<file path="src/rtl/mdm_pkg.sv">
package mdm_pkg;
  localparam int LINE_N = 4;
  localparam int IDX_CTS = 0;
  localparam int IDX_DSR = 1;
  localparam int IDX_RI  = 2;
  localparam int IDX_DCD = 3;

  typedef struct packed {
    logic loadCtrl;
    logic clearDelta;
  } mdmStrobe_t;
endpackage

</file>
<file path="src/rtl/mdm_ctrl.sv">
module mdm_ctrl
  import mdm_pkg::*;
(
  input  logic       wrEn,
  input  logic       wrSel,
  input  logic       rdStatus,
  output mdmStrobe_t strobe
);
  // A write aimed at the status register produces no strobe at all.
  always_comb begin
    strobe.loadCtrl   = wrEn & ~wrSel;
    strobe.clearDelta = rdStatus;
  end
endmodule

</file>
<file path="src/rtl/mdm_datapath.sv">
module mdm_datapath
  import mdm_pkg::*;
#(
  parameter int CTRL_W = 5,
  parameter int LOOP_BIT = 4
) (
  input  logic              clk,
  input  logic              rstN,
  input  mdmStrobe_t        strobe,
  input  logic [CTRL_W-1:0] ctrlIn,
  output logic [CTRL_W-1:0] ctrlReg,
  output logic [LINE_N-1:0] lineLvl,
  output logic [LINE_N-1:0] deltaReg
);
  logic [LINE_N-1:0] newLvl;
  logic [LINE_N-1:0] setDelta;

  // Line order: [0]=clear-to-send [1]=set-ready [2]=ring [3]=carrier
  function automatic logic [LINE_N-1:0] deriveLines(input logic [CTRL_W-1:0] c);
    logic [LINE_N-1:0] l;
    if (c[LOOP_BIT]) begin
      l[IDX_CTS] = c[1];
      l[IDX_DSR] = c[0];
      l[IDX_RI]  = c[2];
      l[IDX_DCD] = c[3];
    end else begin
      l = '0;
      l[IDX_DSR] = 1'b1;
      l[IDX_DCD] = 1'b1;
    end
    return l;
  endfunction

  assign lineLvl = deriveLines(ctrlReg);
  assign newLvl  = deriveLines(ctrlIn);

  for (genvar i = 0; i < LINE_N; i++) begin : g_delta
    if (i == IDX_RI) begin : g_fall
      assign setDelta[i] = strobe.loadCtrl & lineLvl[i] & ~newLvl[i];
    end else begin : g_any
      assign setDelta[i] = strobe.loadCtrl & (lineLvl[i] ^ newLvl[i]);
    end
  end

  always_ff @(posedge clk) begin
    if (!rstN) begin
      ctrlReg  <= '0;
      deltaReg <= '0;
    end else begin
      if (strobe.loadCtrl) ctrlReg <= ctrlIn;
      deltaReg <= (strobe.clearDelta ? '0 : deltaReg) | setDelta;
    end
  end
endmodule

</file>
<file path="src/rtl/mdm_status_top.sv">
module mdm_status_top
  import mdm_pkg::*;
#(
  parameter int REG_W = 8,
  parameter int CTRL_W = 5
) (
  input  logic             clk,
  input  logic             rstN,
  input  logic             wrEn,
  input  logic             wrSel,
  input  logic [REG_W-1:0] wrData,
  input  logic             rdStatus,
  output logic [REG_W-1:0] ctrlQ,
  output logic [REG_W-1:0] statusQ,
  output logic             deltaPending
);
  localparam int LOOP_BIT = CTRL_W - 1;

  mdmStrobe_t        strobe;
  logic [CTRL_W-1:0] ctrlReg;
  logic [LINE_N-1:0] lineLvl;
  logic [LINE_N-1:0] deltaReg;
  logic              unusedWrHi;

  assign unusedWrHi = ^wrData[REG_W-1:CTRL_W];

  mdm_ctrl u_ctrl (
    .wrEn(wrEn), .wrSel(wrSel), .rdStatus(rdStatus), .strobe(strobe)
  );

  mdm_datapath #(.CTRL_W(CTRL_W), .LOOP_BIT(LOOP_BIT)) u_dp (
    .clk(clk), .rstN(rstN), .strobe(strobe),
    .ctrlIn(wrData[CTRL_W-1:0]), .ctrlReg(ctrlReg),
    .lineLvl(lineLvl), .deltaReg(deltaReg)
  );

  assign ctrlQ        = {{(REG_W-CTRL_W){1'b0}}, ctrlReg};
  assign statusQ      = {lineLvl, deltaReg};
  assign deltaPending = |deltaReg;
endmodule

</file>
<file path="config.mk">
export PLATFORM = sky130hd
export DESIGN_NAME = mdm_status_top
export DESIGN_NICKNAME = d
export VERILOG_FILES = /design/src/rtl/mdm_pkg.sv /design/src/rtl/mdm_ctrl.sv /design/src/rtl/mdm_datapath.sv /design/src/rtl/mdm_status_top.sv
export SDC_FILE = /design/constraint.sdc
export NUM_CORES = 1
export LEC_CHECK = 0
export BUFFER_PORTS_ARGS = -buffer_cell sky130_fd_sc_hd__buf_2
export CAP_MARGIN = 25
export CORE_AREA = 2 2 39 41
export DETAILED_ROUTE_END_ITERATION = 10
export DIE_AREA = 0 0 41 43
export PLACE_DENSITY_LB_ADDON = 0.12
export SLEW_MARGIN = 20
export SYNTH_ARGS = -nofsm -noshare
export SYNTH_HDL_FRONTEND = slang
export SYNTH_HIERARCHICAL = 1
export SYNTH_SLANG_ARGS = --single-unit
</file>
<file path="constraint.sdc">
create_clock -name clk -period 2.24 [get_ports clk]
set_clock_uncertainty 0.2 [all_clocks]
set_input_delay 0.224 -clock clk [delete_from_list [all_inputs] [get_ports clk]]
set_output_delay 0.224 -clock clk [all_outputs]
set_load 0.01 [all_outputs]
</file>
== Yosys cells after proc, flatten, opt, wreduce, memory -nomap -nowiden ==
Cells that the tools add are included.

* Register bits after elaboration: 9
* Bits in latches: 0
* RAM bits: 0
* ROM bits: 0
* Bits of input ports: 13
* Output and inout port bits: 17
* Logic and storage cells: 18
* Memories kept: 0

* Add/subtract/negate cells: 0
* Multipliers: 0
* Div/mod/pow operators: 0
* $lt $le $gt $ge: 0
* Equal/unequal tests: 0
* Shift-type cells: 0
* Muxes and demuxes: 3
* Bitwise logic cells: 12
* Reductions and logical operators: 1

{| class="wikitable"
|+ Operators by type and width
! operator !! count
|-
| 4-bit two-way mux || 3
|-
| 1-bit AND || 6
|-
| 4-bit OR || 1
|-
| 4-bit OR reduction || 1
|-
| 1-bit bitwise XOR || 3
|-
| 1-bit inverter || 2
|}

== Depth between registers and ports, before layout ==
* Depth after elaboration: 5
* Depth in mapped cells: 4

== Modules after synthesis ==
The synthesis kept the hierarchy.

{| class="wikitable"
|+ Modules (own cells, without submodules)
! module !! times used !! cells an instance !! area each (µm²) !! seq. area each (µm²)
|-
| mdm_datapath || 1 || 42 || 421.7 || 180.2
|-
| mdm_status_top || 1 || 5 || 33.8 || 0.0
|-
| mdm_ctrl || 1 || 2 || 21.3 || 0.0
|}

== Worst setup path after synthesis ==
Ideal clock, no wire load.

* Kind: register to output
* Start: reg u_dp.deltaReg[1]
* End: out deltaPending
* Arrival time: 898 ps
* Path slack: 918 ps
* Stages on the path, launching flop included: 2
* Buffers on the path: 0
* Cell sequence: dfxtp_1 -> or4_1

* Longest elaborated chain between the ends: 1

{| class="wikitable"
|+ Ends and longest elaborated chain
! what !! RTL line !! source
|-
| start, declared || mdm_datapath.sv:13 || <nowiki>output logic [LINE_N-1:0] deltaReg</nowiki>
|-
| start signal, assigned || mdm_datapath.sv:51 || <nowiki>deltaReg <= (strobe.clearDelta ? '0 : deltaReg) | setDelta;</nowiki>
|-
| 4-bit OR reduction || mdm_status_top.sv:39 || <nowiki>assign deltaPending = |deltaReg;</nowiki>
|-
| end, declared || mdm_status_top.sv:15 || <nowiki>output logic deltaPending</nowiki>
|}

No other way between the ends.

== Worst setup path in the final report ==
Same ends and word-level chain as after synthesis.

==> summary.md <==
| Metric | Value |
|---|---|
| Cell taking the most area after synthesis | dfxtp_1 |
| Worst hold path type | primary input to flop |
| CP endpoint kind | primary output |
| Most numerous cell in the Yosys netlist | dfxtp_1 |
| CTS clk-pin slew, worst paths | 0.06 ns |
| Final WS setup | 0.604 ns |
| Ys Warns | 6 |
| Via count of the first global-routing pass | 341 |
| Mean post-synth cell area | 9.73 µm² |
| Die Height | 43 µm |
| Run status | finished clean |
| Flops & latches, synth | 9 |
| Place WS | 0.878 ns |
| Hold Path Stages | 3 |
| R2R depth | 3 |
| P_leak | 0.304 nW |
| Final Routed Wirelength | 889 µm |
| Commonest cells post-synth | dfxtp_1 (9), mux2i_1 (5), nor2b_1 (5), buf_4 (4), nand2_1 (3) |
| Peak VDD IR | 0.358 mV |
| DRT iter0 DRCs | 2 |
| Total grt overflow | 0 |
| Grt met2 use | 15.9% |
| WL per Instance | 10.1 µm |
| Critical path's slowest cell | or4_1 |
| Initial antenna violation count | 0 |
| Main synth FF type | dfxtp_1 |
| Reg2reg start | u_dp/ctrlReg[4]$_SDFFE_PN0P_ |
| Total power | 349 µW |
| Worst Setup Path Type | flop to primary output |
| Stages on the worst setup path | 2 |
| P_sw | 85.8 µW |
| Sequential element share of the synthesized area | 37.8% |
| Met3 usage | 9.42% |
| CP top delay family | simple AND/OR/NAND/NOR gates |
| Maximum capacitance violations | 0 |
| Switching Share | 24.6% |
| N_diodes | 0 |
| Routability congestion estimate | 0.688 |
| Hold_sp | wrData[2] |
| Pwr Density | 575 nW/µm² |
| Postcts setup bufs | 0 |
| Syn Std Cell Area | 477 µm² |
| Setup TNS | 0 ns |
| Area grow syn2layout | 27.3% |
| Final count of pins violating max slew | 0 |
| Hold endpoint | u_dp/ctrlReg[2]$_SDFFE_PN0P_ |
| Fin. Hold Viols | 0 |
| Unrepaired setup endpoints after global routing | false |
| Int Pwr | 263 µW |
| Initial Utilization | 34.4% |
| Top cells by area, synth | dfxtp_1 (38%), mux2i_1 (10%), nor2b_1 (6.6%), buf_4 (6.3%), a31o_1 (3.7%) |
| Clk pwr share | 35.0% |
| Critical path required time | 1.82 ns |
| Combinational Power Share | 16.1% |
| Clock sink count | 9 |
| Mapped Cells | 49 |
| Total CTS buffers | 3 |
| Reg power frac | 48.9% |
| Placed cell area | 581 µm² |
| Cts hold-fix bufs | 0 |
| Nets@finish | 86 |
| Synth cell types | 23 |
| Capturing point of the worst reg2reg path | u_dp/deltaReg[3]$_SDFF_PN0_ |
| Fill count | 149 |
| Achievable Freq | 611 MHz |
| Crit path DAT | 1.21 ns |
| Grt peak-use layer | met1 |
| Crit path cell chain | or4_1 -> buf_2 |
| First-pass GRT wire length | 1440 µm |
| # setup viols final | 0 |
| Vias per cell | 4.44 |
| Multi-input logic area | 265 µm² |
| Drc violations | 0 |
| GRT Overall Usage | 12.7% |
| Final ANT Viol Nets | 0 |
| Bufs and invs on worst path | 1 |
| Worst-Skew Late Latency | 0.25 ns |
| Share of layout cells above drive strength 1 | 41.7% |
| Largest net degree at the start of global routing | 13 |
| IO Pins | 30 |
| Share of the synthesized area in the top cell type | 37.8% |
| Min Tclk post-route | 1.64 ns |
| EDFF count, synth | 0 |
| Drt pass-1 iters | 2 |
| Core Box Area | 1380 µm² |
| H-tree levels | 1 |
| CTS tree | done |
| Vias | 391 |
| Maximum fanout along the worst path | 3 |
| Max clock buf depth | 2 |
| Port Buf Inserts | 23 |
| Rows | 14 |
| Die span in x | 41 µm |
| R2R Setup Slk | 1.05 ns |
| Cell area after layout | 607 µm² |
| Post-synth ARST share | 0% |
| CTS Root Cell | clkbuf_4 |
| Register Area | 180 µm² |
| Die ar. | 1760 µm² |
| Final Cycle Share | 73.0% |
| Post_cts resized | 0 |
| Slowest stage delay, CP | 0.50 ns |
| CP Launch Type | flop |
| Hold Slack | 0.0391 ns |
| Met1 Usage GRT | 16.5% |
==> routing by layer <==
layer	wire [µm]	up-vias
met2	418	15
met4	0	0
met1	381	177
li1	-	199
met5	0	-
met3	90	0
==> cells in the final DEF (no fill, tap or decap), drive strengths merged, types with 2 or more instances in the layout <==
| cell type | netlist | layout |
|---|---|---|
| nor2b | 6 | 6 |
| xnor2 | 2 | 2 |
| and2 | 2 | 2 |
| mux2i | 5 | 5 |
| dfxtp | 9 | 9 |
| a31o | 2 | 2 |
| conb | 1 | 3 |
| nand2b | 3 | 3 |
| buf | 5 | 23 |
| clkbuf | 1 | 4 |
| and2b | 2 | 2 |
| and3b | 2 | 2 |
| nand2 | 3 | 3 |
==> sequential cells by signal, indices dropped and copies added, names as in the netlist <==
register,flops
u_dp/deltaReg,4
u_dp/ctrlReg,5
==> tightest hold or removal path, cell delays in order <==
cell     delay, ns
buf_2         0.09
mux2i_1       0.06
nor2b_1       0.09
==> worst max-delay path by stage <==
stage                              end  slack (ns)                        start
after floorplan           deltaPending        0.92  u_dp/deltaReg[1]$_SDFF_PN0_
after global placement    deltaPending        0.88  u_dp/deltaReg[1]$_SDFF_PN0_
after detailed placement  deltaPending        0.88  u_dp/deltaReg[1]$_SDFF_PN0_
after CTS                 deltaPending        0.59  u_dp/deltaReg[1]$_SDFF_PN0_
after global routing      deltaPending        0.52  u_dp/deltaReg[1]$_SDFF_PN0_
final                     deltaPending        0.60  u_dp/deltaReg[1]$_SDFF_PN0_
==> logic make-up after synthesis <==
kind of cell / share of synthesized area (%)
AO/OA/AOI/OAI: 6.30
XOR/XNOR: 5.51
other: 0.787
flip-flops: 37.8
buffers and inverters: 8.13
multiplexers: 10.5
AND/OR/NAND/NOR: 31.0
==> per-stage QoR <==
step,util [%],cells
3_3_place_gp,42.0,84
3_5_place_dp,42.0,84
2_1_floorplan,-,51
4_1_cts,43.9,88
5_1_grt,43.9,88
6_report,43.9,88
==> cell type report <==
cell class | count | area share [%]
multi-input combinational | 36 | 43.7
sequential | 9 | 29.7
timing repair buffer | 23 | 19.0
clock buffer | 4 | 4.33
tap | 16 | 3.30
==> power groups by stage <==
stage	sequential [mW]	combinational [mW]	clock [mW]
detailed placement	0.175	0.0569	0
CTS	0.171	0.0571	0.130
global route	0.172	0.0625	0.144
floorplan	0.177	0.0373	0
finish	0.171	0.0562	0.122
global placement	0.175	0.0570	0
(Power assumes the default switching activity.)
